## config.mk

```make
export PLATFORM = sky130hd
export DESIGN_NAME = desc_encoder
export DESIGN_NICKNAME = d
export VERILOG_FILES = /design/src/rtl/desc_enc_pkg.sv /design/src/rtl/desc_enc_ctrl.sv /design/src/rtl/desc_enc_datapath.sv /design/src/rtl/desc_encoder.sv
export SDC_FILE = /design/constraint.sdc
export NUM_CORES = 1
export LEC_CHECK = 0
export BUFFER_PORTS_ARGS = -buffer_cell sky130_fd_sc_hd__buf_2
export CAP_MARGIN = 20
export CELL_PAD_IN_SITES_DETAIL_PLACEMENT = 2
export CELL_PAD_IN_SITES_GLOBAL_PLACEMENT = 2
export CORE_ASPECT_RATIO = 1.75
export CORE_MARGIN = 5
export CORE_UTILIZATION = 26
export CTS_BUF_LIST = sky130_fd_sc_hd__clkbuf_16
export DETAILED_ROUTE_END_ITERATION = 10
export PLACE_DENSITY = 0.84
export SLEW_MARGIN = 20
export SYNTH_ARGS = -nofsm -noshare
export SYNTH_HDL_FRONTEND = slang
export SYNTH_SLANG_ARGS = --single-unit
```

## constraint.sdc

```tcl
create_clock -name clk -period 5.6 [get_ports clk]
set_input_delay 0.28 -clock clk [delete_from_list [all_inputs] [get_ports clk]]
set_output_delay 0.28 -clock clk [all_outputs]
set_load 0.005 [all_outputs]
```

## src/rtl/desc_enc_pkg.sv

```systemverilog
package desc_enc_pkg;
  localparam int WORD_W = 32;
  localparam int LEN_W  = 16;
  localparam int IDX_W  = 5;
  localparam int TID_W  = 4;
  localparam int CODE_W = 8;
  localparam int MODE_W = 3;
  localparam int LANE_W = 8;
  localparam int LANES  = 4;
  localparam int CNT_W  = 3;

  // word-0 field positions (decoded by the queue consumer)
  localparam int POS_FMT  = 0;
  localparam int POS_TID  = 3;
  localparam int POS_CODE = 7;
  localparam int POS_CP   = 15;
  localparam int POS_IDX  = 16;
  localparam int POS_CNT  = 23;
  localparam int POS_MODE = 26;
  localparam int POS_RD   = 29;
  // word-1 field position for the regular length
  localparam int POS_LEN  = 16;

  typedef enum logic [2:0] {
    FMT_REGULAR   = 3'd0,
    FMT_IMMEDIATE = 3'd1
  } fmtE;

  typedef struct packed {
    logic load;     // capture a new descriptor
    logic advance;  // consumer took the held descriptor
  } strobeT;
endpackage

```

## src/rtl/desc_enc_ctrl.sv

```systemverilog
module desc_enc_ctrl
  import desc_enc_pkg::*;
(
  input  logic   clk,
  input  logic   rst_n,
  input  logic   reqStart,
  input  logic   descReady,
  output logic   startReady,
  output logic   descValid,
  output strobeT strobes
);
  typedef enum logic {ST_EMPTY = 1'b0, ST_FULL = 1'b1} stateE;
  stateE stateQ, stateD;

  always_comb begin
    strobes.load    = (stateQ == ST_EMPTY) && reqStart;
    strobes.advance = (stateQ == ST_FULL) && descReady;
    stateD = stateQ;
    if (strobes.load)    stateD = ST_FULL;
    if (strobes.advance) stateD = ST_EMPTY;
  end

  always_ff @(posedge clk) begin
    if (!rst_n) stateQ <= ST_EMPTY;
    else        stateQ <= stateD;
  end

  assign descValid  = (stateQ == ST_FULL);
  assign startReady = (stateQ == ST_EMPTY);

  // a load is followed by an offered descriptor
  p_load_then_valid_r10: assert property (@(posedge clk) disable iff (!rst_n)
    strobes.load |=> descValid);
  // an unaccepted descriptor stays offered
  p_stall_keeps_valid_r10: assert property (@(posedge clk) disable iff (!rst_n)
    descValid && !descReady |=> descValid);
endmodule

```

## src/rtl/desc_enc_datapath.sv

```systemverilog
module desc_enc_datapath
  import desc_enc_pkg::*;
#(
  parameter int RATE_W = 32,
  parameter logic [RATE_W-1:0] I3C_STEP [4] = '{32'd8000000, 32'd6000000, 32'd4000000, 32'd2000000},
  parameter logic [RATE_W-1:0] I2C_FAST_HZ = 32'd1000000
)(
  input  logic                clk,
  input  logic                rst_n,
  input  strobeT              strobes,
  input  logic                reqRead,
  input  logic [LEN_W-1:0]    reqLen,
  input  logic [WORD_W-1:0]   reqPayload,
  input  logic [IDX_W-1:0]    reqDevIdx,
  input  logic                reqCccValid,
  input  logic [CODE_W-1:0]   reqCccCode,
  input  logic                reqCccBcast,
  input  logic                reqBusI2c,
  input  logic [RATE_W-1:0]   reqRateHz,
  output logic [WORD_W-1:0]   descWord0,
  output logic [WORD_W-1:0]   descWord1
);
  localparam int STEPS = 4;

  logic                isImm;
  logic [STEPS-1:0]    notAbove;
  logic [MODE_W-1:0]   i3cMode, modeCode;
  logic [WORD_W-1:0]   immData, nextW0, nextW1;
  logic [WORD_W-1:0]   w0Q, w1Q;
  logic [TID_W-1:0]    tidQ;
  logic [IDX_W-1:0]    idxEff;

  assign isImm = !reqRead && (reqLen <= LEN_W'(LANES));

  // one comparator per rate step; slower codes count more steps not exceeded
  for (genvar g = 0; g < STEPS; g++) begin : g_step
    assign notAbove[g] = (reqRateHz <= I3C_STEP[g]);
  end

  always_comb begin
    i3cMode = '0;
    for (int k = 0; k < STEPS; k++) i3cMode = i3cMode + MODE_W'(notAbove[k]);
  end

  assign modeCode = reqBusI2c ? ((reqRateHz >= I2C_FAST_HZ) ? MODE_W'(1) : MODE_W'(0))
                              : i3cMode;

  // payload lanes beyond the byte count are cleared
  for (genvar g = 0; g < LANES; g++) begin : g_lane
    assign immData[g*LANE_W +: LANE_W] =
      (reqLen > LEN_W'(g)) ? reqPayload[g*LANE_W +: LANE_W] : '0;
  end

  assign idxEff = (reqCccValid && reqCccBcast) ? '0 : reqDevIdx;

  always_comb begin
    nextW0 = '0;
    nextW0[POS_FMT  +: 3]      = isImm ? FMT_IMMEDIATE : FMT_REGULAR;
    nextW0[POS_TID  +: TID_W]  = tidQ;
    nextW0[POS_IDX  +: IDX_W]  = idxEff;
    nextW0[POS_MODE +: MODE_W] = modeCode;
    if (reqCccValid) begin
      nextW0[POS_CODE +: CODE_W] = reqCccCode;
      nextW0[POS_CP]             = 1'b1;
    end
    if (isImm) nextW0[POS_CNT +: CNT_W] = reqLen[CNT_W-1:0];
    else       nextW0[POS_RD]           = reqRead;
  end

  always_comb begin
    nextW1 = '0;
    if (isImm) nextW1 = immData;
    else       nextW1[POS_LEN +: LEN_W] = reqLen;
  end

  always_ff @(posedge clk) begin
    if (!rst_n) begin
      w0Q  <= '0;
      w1Q  <= '0;
      tidQ <= '0;
    end else begin
      if (strobes.load) begin
        w0Q <= nextW0;
        w1Q <= nextW1;
      end
      if (strobes.advance) tidQ <= tidQ + 1'b1;
    end
  end

  assign descWord0 = w0Q;
  assign descWord1 = w1Q;

  // the ID counter moves by exactly one per accepted descriptor
  p_tid_step_r8: assert property (@(posedge clk) disable iff (!rst_n)
    strobes.advance |=> tidQ == $past(tidQ) + 1'b1);
  p_tid_hold_r8: assert property (@(posedge clk) disable iff (!rst_n)
    !strobes.advance |=> $stable(tidQ));
  // held words change only on a load
  p_words_hold_r10: assert property (@(posedge clk) disable iff (!rst_n)
    !strobes.load |=> $stable(w0Q) && $stable(w1Q));
endmodule

```

## src/rtl/desc_encoder.sv

```systemverilog
module desc_encoder
  import desc_enc_pkg::*;
#(
  parameter int RATE_W = 32
)(
  input  logic              clk,
  input  logic              rst_n,
  input  logic              reqStart,
  output logic              startReady,
  input  logic              reqRead,
  input  logic [15:0]       reqLen,
  input  logic [31:0]       reqPayload,
  input  logic [4:0]        reqDevIdx,
  input  logic              reqCccValid,
  input  logic [7:0]        reqCccCode,
  input  logic              reqCccBcast,
  input  logic              reqBusI2c,
  input  logic [RATE_W-1:0] reqRateHz,
  output logic              descValid,
  input  logic              descReady,
  output logic [31:0]       descWord0,
  output logic [31:0]       descWord1
);
  strobeT strobes;

  desc_enc_ctrl u_ctrl (
    .clk        (clk),
    .rst_n      (rst_n),
    .reqStart   (reqStart),
    .descReady  (descReady),
    .startReady (startReady),
    .descValid  (descValid),
    .strobes    (strobes)
  );

  desc_enc_datapath #(.RATE_W(RATE_W)) u_dp (
    .clk         (clk),
    .rst_n       (rst_n),
    .strobes     (strobes),
    .reqRead     (reqRead),
    .reqLen      (reqLen),
    .reqPayload  (reqPayload),
    .reqDevIdx   (reqDevIdx),
    .reqCccValid (reqCccValid),
    .reqCccCode  (reqCccCode),
    .reqCccBcast (reqCccBcast),
    .reqBusI2c   (reqBusI2c),
    .reqRateHz   (reqRateHz),
    .descWord0   (descWord0),
    .descWord1   (descWord1)
  );

  logic [2:0] cntField;
  assign cntField = descWord0[POS_CNT +: CNT_W];

  // stalled outputs are frozen
  p_stall_stable_r10: assert property (@(posedge clk) disable iff (!rst_n)
    descValid && !descReady |=> descValid && $stable(descWord0) && $stable(descWord1));
  // ready and valid are complementary
  p_ready_vs_valid_r11: assert property (@(posedge clk) disable iff (!rst_n)
    startReady != descValid);
  // only the two shape codes appear
  p_shape_code_r1: assert property (@(posedge clk) disable iff (!rst_n)
    descValid |-> descWord0[2:0] <= 3'd1);
  // immediate shape never flags a read and never counts past four
  p_imm_shape_r2: assert property (@(posedge clk) disable iff (!rst_n)
    descValid && descWord0[2:0] == 3'd1 |-> !descWord0[POS_RD] && cntField <= 3'd4);
  // lanes at or above the count are empty
  p_imm_lanes_r2: assert property (@(posedge clk) disable iff (!rst_n)
    descValid && descWord0[2:0] == 3'd1 && cntField < 3'd4 |->
      (descWord1 >> {cntField, 3'b000}) == 32'd0);
  // a regular write is always longer than four bytes
  p_reg_shape_r3: assert property (@(posedge clk) disable iff (!rst_n)
    descValid && descWord0[2:0] == 3'd0 |->
      cntField == 3'd0 && descWord1[15:0] == 16'd0 &&
      (descWord0[POS_RD] || descWord1[31:16] > 16'd4));
  // unused word-0 bits stay clear
  p_zero_bits_r9: assert property (@(posedge clk) disable iff (!rst_n)
    descValid |-> descWord0[31:30] == 2'b00 && descWord0[22:21] == 2'b00);
  // mode code stays within the defined range
  p_mode_range_r6: assert property (@(posedge clk) disable iff (!rst_n)
    descValid |-> descWord0[POS_MODE +: MODE_W] <= 3'd4);
endmodule

```

==> results of run 1 <==
## power by group through the flow
stage	registers, mW	clock network [mW]	logic, mW
after floorplan	0.482	0	0.0648
after global placement	0.481	0	0.141
after detailed placement	0.482	0	0.147
after CTS	0.473	0.549	0.148
after global routing	0.474	0.567	0.166
final	0.473	0.531	0.151
## metrics by stage
step	hold slack (ps)	setup WS [ps]	std cells	util (%)
after detailed placement	465	2560	637	34.1
after global routing	166	2800	655	37.0
after global placement	452	2720	637	34.1
after floorplan	413	2950	372	-
after CTS	157	2900	652	36.5
final	177	2920	655	37.0
## worst max-delay path, stage by stage
cell	delay [ps]
buf_2	100
or4_4	540
nor3_1	330
o21ai_0	150
o21ai_0	280
ha_1	300
fa_1	410
ha_1	290
nand3b_1	70
a21boi_0	170
## sequential cells by signal, summed over array words and instances, names as in the netlist
signal	count
u_dp.descWord1	32
u_dp.descWord0	26
u_dp.tidQ	4
u_ctrl.descValid	1
## path summary, 6_finish.rpt
path | from | endpoint | depth (start not counted)
setup / recovery | reqRateHz[26] | u_dp.descWord0[27] | 10
setup reg to reg | u_ctrl.descValid | u_dp.descWord1[28] | 4
hold / removal | reqPayload[25] | u_dp.descWord1[25] | 2
hold reg to reg | u_dp.descWord0[4] | u_dp.descWord0[4] | 2
## cells in the mapped netlist, types with 3 or more instances
| library cell | count |
|---|---|
| dfxtp_1 | 63 |
| nand2_1 | 59 |
| a21boi_0 | 25 |
| clkbuf_1 | 24 |
| nand3_1 | 19 |
| nor2b_1 | 19 |
| o21ai_0 | 19 |
| a32oi_1 | 13 |
| a21oi_1 | 10 |
| a22o_1 | 9 |
| nor3_1 | 9 |
| nor4_1 | 9 |
| a31oi_1 | 8 |
| nand4_1 | 7 |
| a22oi_1 | 6 |
| buf_4 | 6 |
| nor2_1 | 6 |
| and2_1 | 4 |
| o211ai_1 | 4 |
| and3_1 | 3 |
| ha_1 | 3 |
| inv_1 | 3 |
| nand3b_1 | 3 |
| or4_1 | 3 |
## layer usage
layer | GRT usage [%] | up-vias
met5 | 0 | -
met3 | 2.98 | 21
met1 | 16.4 | 1737
met4 | 9.07 | 0
met2 | 35.0 | 105
li1 | - | 1633
## layout make-up
cell class | count | area (um^2)
Tap cell | 135 | 169
Inverter | 3 | 11.3
Fill cell | 1379 | 7300
Clock inverter | 6 | 53.8
Clock buffer | 9 | 225
Multi-Input combinational cell | 275 | 1700
Timing Repair Buffer | 163 | 856
Antenna cell | 1 | 2.50
Sequential cell | 63 | 1260
## cell families (layout without fill, tap and decap cells)
kind of cell | Yosys count | in the layout
simple gates | 158 | 158
compound gates | 105 | 105
flops | 63 | 63
buf+inv | 34 | 181
fa+ha+maj | 4 | 4
xor+xnor | 2 | 2
other cells | 1 | 7
==> flow_metrics.env, run 1 <==
export IMPL_status="finished, final reports clean"
export IMPL_yosys_cell_types_count=53
export IMPL_post_dp_cell_area_um2=3950
export IMPL_numCtsBuffers=9
export IMPL_final_area_um2=4280
export IMPL_ir_worst_vdd_uv=145
export IMPL_cts_max_level=3
export IMPL_cts_hold_buffers=0
export IMPL_die_h_um=154
export IMPL_fin_crit_ps=2680
export IMPL_synth_edf_count=0
export IMPL_drt_met1_wl_mm=4.37
export IMPL_clkPwrFrac_pct=46.0
export IMPL_clockBufferDepth=2
export IMPL_core_area_um2=11600
export IMPL_ys_seq_area_share_pct=40.9
export IMPL_clock_sinks=63
export IMPL_fin_setup_tns_ps=0
export IMPL_fmax_ghz=0.374
export IMPL_worstPathRequired_ps=5850
export IMPL_critPathKind="in -> reg"
export IMPL_start_util_pct=26.7
export IMPL_wl_met3_um=554
export IMPL_clock_skew_ps=5.53
export IMPL_dr_first_iter_drc_count=106
export IMPL_drive_gt1_share_pct=35.8
export IMPL_power_frac_seq_pct=41.0
export IMPL_cellLeakagePower_nw=1.89
export IMPL_maxSlewViolCount=0
export IMPL_synthMuxAreaShare_pct=0
export IMPL_grt_pass1_wl_mm=19.9
export IMPL_synth_simple_area_share_pct=27.4
export IMPL_relSlewSlack_pct=43.2
export IMPL_setup_viol=0
export IMPL_final_cell_mix="160 x buf_2, 63 x dfxtp_1, 59 x nand2_1"
export IMPL_ff2ff_setup_slack_ps=3560
export IMPL_tightest_slew_ps=852
export IMPL_postCtsSetupRepairBufs=0
export IMPL_cp_arrival_ps=2920
export IMPL_cts_clk_slew_worst_paths_ps=60
export IMPL_internal_power_mw=0.865
export IMPL_ys_flop_type="dfxtp_1"
export IMPL_layout_commonest_cell="buf_2"
export IMPL_wl_per_cell_um=19.5
export IMPL_final_hold_violation_count=0
export IMPL_finalWeightedCongestion=0.868
export IMPL_synth_top_area_share_pct=40.9
export IMPL_grt_max_degree=66
export IMPL_yosys_warnings=0
export IMPL_track_usage_pct=17.6
export IMPL_via_per_inst=5.34
export IMPL_powerDensity_nw_per_um2=270
export IMPL_switching_share_pct=25.1
export IMPL_die_area_um2=14200
export IMPL_dp_hpwl_mm=9.85
export IMPL_rsz0062_at_grt="no"
export IMPL_drcViolationCount=0
export IMPL_synth_seq_cells=63
export IMPL_synth_area_um2=3090
export IMPL_end_kind="flip-flop"
export IMPL_io_buffers=160
export IMPL_rows=52
export IMPL_syn2layout_area_growth_pct=38.8
export IMPL_die_x_um=92.4
export IMPL_comb_power_share_pct=13.0
export IMPL_antenna_found_initial=1
export IMPL_power_mw=1.16
export IMPL_first_global_vias=3901
export IMPL_synth_compound_area_share_pct=24.3
export IMPL_via_count=3496
export IMPL_cap_violations=0
export IMPL_io_pins=167
export IMPL_hp_class="in -> reg"
export IMPL_wirelength_mm=12.8
export IMPL_netlist_instances=367
export IMPL_worstSkewPairLatency_ps=320
export IMPL_first_pass_iters=4
export IMPL_synth_area_leaders="dfxtp_1 41%, nand2_1 7.2%, a21boi_0 6.1%"
export IMPL_drtAntennaViolNets=0
export IMPL_synth_xor_area_share_pct=0.567
export IMPL_tritoncts="built"
export IMPL_yosys_area_share_adder_pct=1.86
export IMPL_dr_wl_met2_mm=7.47
export IMPL_start_kind="input pin"
export IMPL_nNetsFinal=620
export IMPL_timing_final_crit_share_pct=47.8
export IMPL_switchingPower_mw=0.290
export IMPL_crit_fanout=3
export IMPL_top_layer_used="met4"
export IMPL_avgSynthCellArea_um2=8.41
export IMPL_root_buffer="clkbuf_16"
export IMPL_synth_top_family_by_area="simple AND/OR/NAND/NOR gates"
export IMPL_async_reset_ff_share_pct=0
export IMPL_synth_top_area_cell="dfxtp_1"
export IMPL_cts_repair_resized=0
export IMPL_grt_overflow_total=0
(Power assumes the default switching activity.)
==> run 2, diff against run 1 <==
- ABC_AREA: unset -> 1
- CORE_UTILIZATION: 26 -> 20
- PLACE_DENSITY: 0.84 -> 0.73
- clock period: 5.6 -> 2.3 ns (I/O delays scaled with it)
==> flow_metrics.env, run 2 <==
export IMPL_final_hold_violation_count=0
export IMPL_layout_commonest_cell="buf_2"
export IMPL_worstPathRequired_ps=2540
export IMPL_yosys_top_cells_count="97 x nand2_1, 74 x a21oi_1, 64 x nor2_1"
export IMPL_finalWeightedCongestion=0.843
export IMPL_antenna_found_initial=0
export IMPL_core_area_um2=15900
export IMPL_final_area_um2=4470
export IMPL_rsz0062_at_grt="no"
export IMPL_drcViolationCount=0
export IMPL_ys_seq_area_share_pct=39.0
export IMPL_yosysMostFrequentCell="nand2_1"
export IMPL_cts_repair_resized=0
export IMPL_crit_fanout=4
export IMPL_drtAntennaViolNets=0
export IMPL_dr_first_iter_drc_count=69
export IMPL_fin_crit_ps=2070
export IMPL_reg2reg_from="u_ctrl.descValid"
export IMPL_start_util_pct=20.4
export IMPL_numCtsBuffers=9
export IMPL_timing_final_crit_share_pct=90.1
export IMPL_status="finished, final reports clean"
export IMPL_io_buffers=160
export IMPL_clockBufferDepth=2
export IMPL_tightest_slew_ps=658
export IMPL_fmax_ghz=0.482
export IMPL_hp_class="in -> reg"
export IMPL_powerDensity_nw_per_um2=618
export IMPL_via_per_inst=4.71
export IMPL_maxSlewViolCount=0
export IMPL_postCtsSetupRepairBufs=0
export IMPL_clock_sinks=63
export IMPL_yosys_cell_types_count=27
export IMPL_wirelength_mm=14.5
export IMPL_setup_viol=0
export IMPL_end_kind="flip-flop"
export IMPL_crit_end="u_dp.descWord0[27]"
export IMPL_grt_max_degree=42
export IMPL_worstSkewPairLatency_ps=320
export IMPL_synth_area_um2=3240
export IMPL_track_usage_pct=15.4
export IMPL_cp_startpoint="reqRateHz[31]"
export IMPL_ir_worst_vdd_uv=273
export IMPL_netlist_instances=484
export IMPL_grt_overflow_total=0
export IMPL_synth_edf_count=0
export IMPL_cellLeakagePower_nw=2.11
export IMPL_ys_flop_type="dfxtp_1"
export IMPL_rows=61
export IMPL_synth_area_leaders="dfxtp_1 39%, a21oi_1 11%, nand2_1 11%"
export IMPL_synth_seq_cells=63
export IMPL_relSlewSlack_pct=56.0
export IMPL_n_antenna_cell=0
export IMPL_synth_top_area_share_pct=39.0
export IMPL_root_buffer="clkbuf_16"
export IMPL_ff2ff_setup_slack_ps=730
export IMPL_r2r_worst_path_cells=5
export IMPL_nNetsFinal=747
export IMPL_path_buf_inv=1
export IMPL_via_count=3931
export IMPL_cts_max_level=3
export IMPL_cap_violations=0
export IMPL_critical_path_slowest_cell="fa_1"
export IMPL_cp_arrival_ps=2310
export IMPL_first_pass_iters=4
export IMPL_io_pins=167
export IMPL_start_kind="input pin"
export IMPL_clock_skew_ps=3.79
export IMPL_yosys_warnings=0
export IMPL_dp_hpwl_mm=11.8
export IMPL_syn2layout_area_growth_pct=38.1
export IMPL_cts_clk_slew_worst_paths_ps=60
export IMPL_synth_top_area_cell="dfxtp_1"
export IMPL_final_cell_mix="160 x buf_2, 97 x nand2_1, 74 x a21oi_1"
export IMPL_critPathKind="in -> reg"
export IMPL_power_mw=2.76
export IMPL_drive_gt1_share_pct=29.1
export IMPL_path_depth=13
export IMPL_avgSynthCellArea_um2=6.69
export IMPL_die_x_um=106
export IMPL_max_stage_delay_ps=400
export IMPL_path_cells="buf_2, nor2_1, and2_1, nand2_1, nor3_1, nand2_1, nand2_1, nand2_1, ha_1, fa_1, ha_1, nand3_1, a21oi_1"
export IMPL_grt_pass1_wl_mm=22.7
export IMPL_wl_per_cell_um=17.3
export IMPL_async_reset_ff_share_pct=0
export IMPL_largest_reg_flops=32
export IMPL_whs_ps=24.6
export IMPL_die_h_um=178
export IMPL_post_dp_cell_area_um2=4210
export IMPL_cts_hold_buffers=0
export IMPL_rr_endpoint="u_dp.descWord1[18]"
export IMPL_die_area_um2=18900
export IMPL_tritoncts="built"
export IMPL_first_global_vias=4389
export IMPL_cpLargestDelayFamily="simple AND/OR/NAND/NOR gates"
export IMPL_cpMostUsedCell="nand2_1"
-- run 2: cell count changes in the layout (fill, tap and decap cells not counted), sizes merged, moves of 13 or more --
cell    before  now
inv          4   41
a21oi       10   74
a32oi       13    0
nor2         6   66
o21ai       20   36
a21boi      25    8
nor2b       19    0
nand3       19   36
nand2       59   97
-- run 2: cells by family (layout without fill, tap and decap cells) --
group / Yosys count / count (layout) / share of synthesized area, %
buf+inv: 68 / 225 / 9.40
other cells: 1 / 6 / 0.116
flops: 63 / 63 / 39.0
simple gates: 227 / 227 / 30.2
fa+ha+maj: 4 / 4 / 1.78
compound gates: 121 / 121 / 19.6
-- run 2: how the worst min path moves through the flow --
stage | from | end | slack, ps | cells after the start
after global placement | reqDevIdx[2] | u_dp.descWord0[18] | 350 | 3
final | reqDevIdx[0] | u_dp.descWord0[16] | 20 | 3
after floorplan | reqPayload[19] | u_dp.descWord1[19] | 260 | 2
after CTS | reqDevIdx[0] | u_dp.descWord0[16] | 10 | 3
after global routing | reqDevIdx[2] | u_dp.descWord0[18] | 30 | 3
after detailed placement | reqDevIdx[0] | u_dp.descWord0[16] | 370 | 3
-- run 2: worst min-delay path, stage by stage --
cell,delay (ps)
buf_2,80
a21oi_1,50
nor2_1,70
-- run 2: cell type report --
type | instances | area, um^2
timing repair buffer | 168 | 861
inverter | 42 | 159
tap | 189 | 236
multi-input combinational | 358 | 1700
fill | 1960 | 11400
sequential | 63 | 1260
clock inverter | 6 | 30.0
clock buffer | 9 | 225
-- run 2: stage by stage --
step                      setup WS (ps)  utilization (%)  cells  setup TNS, ps
after floorplan                     284                -    489              0
after detailed placement           -170             26.5    820           -304
after CTS                           178             28.2    835              0
after global routing               39.1             28.2    835              0
final                               227             28.2    835              0
after global placement             -105             26.5    820           -145
-- run 2: power by group --
part / leakage [nW] / internal [mW] / switching, mW / total [mW]
Clock: 0.130 / 0.708 / 0.489 / 1.20
Combinational: 1.47 / 0.157 / 0.242 / 0.399
Sequential: 0.515 / 1.14 / 0.0260 / 1.17
-- run 2: layer usage --
layer	routed length [um]	share of wire, %	vias up	GRT usage, %
met5	0	0	-	0
met4	396	2.7	0	6.70
met3	571	3.9	21	2.83
met2	8570	59	103	31.7
met1	4930	34	1906	14.1
li1	-	-	1901	-
==> run 3, diff against run 2 <==
- GPL_ROUTABILITY_DRIVEN: unset -> 0
- PLACE_DENSITY: 0.73 -> unset
- PLACE_DENSITY_LB_ADDON: unset -> 0.15
==> flow_metrics.env, run 3 (synthesized netlist as in run 2, its figures left out) <==
export IMPL_cp_startpoint="reqRateHz[28]"
export IMPL_whs_ps=24.9
export IMPL_critPathKind="in -> reg"
export IMPL_clock_skew_ps=4.33
export IMPL_drtAntennaViolNets=0
export IMPL_reg2reg_from="u_ctrl.descValid"
export IMPL_track_usage_pct=15.9
export IMPL_first_pass_iters=2
export IMPL_worstSkewPairLatency_ps=330
export IMPL_ir_worst_vdd_uv=281
export IMPL_rsz0062_at_grt="no"
export IMPL_via_per_inst=4.70
export IMPL_ff2ff_setup_slack_ps=800
export IMPL_cts_max_level=3
export IMPL_crit_fanout=4
export IMPL_relSlewSlack_pct=58.6
export IMPL_fill_cells=1954
export IMPL_dr_first_iter_drc_count=90
export IMPL_postCtsSetupRepairBufs=0
export IMPL_start_kind="input pin"
export IMPL_rows=61
export IMPL_wirelength_mm=15.0
export IMPL_pre_cts_slack_ps=-218
export IMPL_drt_met1_wl_mm=5.08
export IMPL_syn2layout_area_growth_pct=39.1
export IMPL_setup_viol=0
export IMPL_powerDensity_nw_per_um2=638
export IMPL_grt_max_degree=41
export IMPL_drcViolationCount=0
export IMPL_cts_hold_buffers=0
export IMPL_via_count=3926
export IMPL_fin_ws_ps=129
export IMPL_r2r_worst_path_cells=5
export IMPL_grt_pass1_wl_mm=23.0
export IMPL_fin_cells=836
export IMPL_maxSlewViolCount=0
export IMPL_timing_final_crit_share_pct=94.4
export IMPL_status="finished, final reports clean"
export IMPL_nNetsFinal=748
export IMPL_largest_reg_flops=32
export IMPL_hp_class="in -> reg"
export IMPL_dr_wl_met2_mm=8.87
export IMPL_die_area_um2=18900
export IMPL_io_buffers=160
export IMPL_final_cell_mix="160 x buf_2, 97 x nand2_1, 74 x a21oi_1"
export IMPL_fin_crit_ps=2170
export IMPL_worstPathRequired_ps=2540
export IMPL_cp_arrival_ps=2420
export IMPL_fmax_ghz=0.461
export IMPL_die_h_um=178
export IMPL_cellLeakagePower_nw=2.13
export IMPL_top_layer_used="met4"
export IMPL_wl_per_cell_um=18.0
export IMPL_tritoncts="built"
export IMPL_n_antenna_cell=0
export IMPL_crit_end="u_dp.descWord0[27]"
export IMPL_clock_sinks=63
export IMPL_root_buffer="clkbuf_16"
export IMPL_dp_hpwl_mm=12.4
export IMPL_layout_commonest_cell="buf_2"
export IMPL_multi_input_area_um2=1700
export IMPL_antenna_found_initial=0
export IMPL_cts_clk_slew_worst_paths_ps=50
export IMPL_core_area_um2=15900
export IMPL_first_global_vias=4363
export IMPL_start_util_pct=20.4
export IMPL_cap_violations=0
export IMPL_wl_met3_um=700
export IMPL_tightest_slew_ps=619
export IMPL_die_x_um=106
export IMPL_grt_overflow_total=0
export IMPL_end_kind="flip-flop"
export IMPL_drive_gt1_share_pct=29.1
export IMPL_seqCellArea_um2=1260
export IMPL_io_pins=167
export IMPL_cts_repair_resized=0
export IMPL_clockBufferDepth=2
export IMPL_numCtsBuffers=9
export IMPL_final_hold_violation_count=0
export IMPL_rr_endpoint="u_dp.descWord1[6]"
export IMPL_dp_cells=821
## run 3: changes by cell type in the layout (fill, tap and decap cells not counted), sizes merged
| cell | delta |
|---|---|
| clkinv | -1 |
| buf | +1 |
| bufinv | +1 |
## run 3: power breakdown
group	leakage [nW]	internal, mW	switching (mW)	total (mW)
clock network	0.138	0.819	0.483	1.30
logic	1.48	0.158	0.243	0.402
registers	0.515	1.14	0.0254	1.17
## run 3: layout make-up
| class | count | share of cell area (%) |
|---|---|---|
| clock inverters | 6 | 1.20 |
| repair buffers | 169 | 19.3 |
| clock buffers | 9 | 5.00 |
| well taps | 189 | 5.25 |
| inverters | 42 | 3.53 |
| flip-flops and latches | 63 | 28.0 |
| multi-input cells | 358 | 37.7 |
## run 3: critical path, cell delays in order
cell and delay, ps:
buf_2 100, nor2_1 150, and2_1 140, nand2_1 130, nor3_1 340, nand2_1 120, nand2_1 70, nand2_1 60
ha_1 290, fa_1 400, ha_1 290, nand3_1 70, a21oi_1 140
## run 3: worst min path at each step
stage / startpoint / end / slack [ps] / depth (start not counted)
after floorplan: reqPayload[19] / u_dp.descWord1[19] / 260 / 2
after global placement: reqDevIdx[0] / u_dp.descWord0[16] / 350 / 3
after detailed placement: reqDevIdx[0] / u_dp.descWord0[16] / 360 / 3
after CTS: reqDevIdx[0] / u_dp.descWord0[16] / 8 / 3
after global routing: reqDevIdx[3] / u_dp.descWord0[19] / 30 / 3
final: reqDevIdx[2] / u_dp.descWord0[18] / 20 / 3
## run 3: metal layers
metal | vias to the layer above | track usage [%]
met2 | 107 | 32.9
met1 | 1900 | 14.2
li1 | 1902 | -
met3 | 17 | 3.59
met5 | - | 0
met4 | 0 | 6.32
## run 3: per-stage QoR
step	power [mW]	cell area (um^2)	setup TNS (ps)	utilization [%]
after floorplan	1.37	3250	0	-
after global placement	1.59	4220	-507	26.6
after detailed placement	1.60	4220	-504	26.6
after CTS	2.94	4500	0	28.3
after global routing	3.03	4500	0	28.3
final	2.87	4500	0	28.3
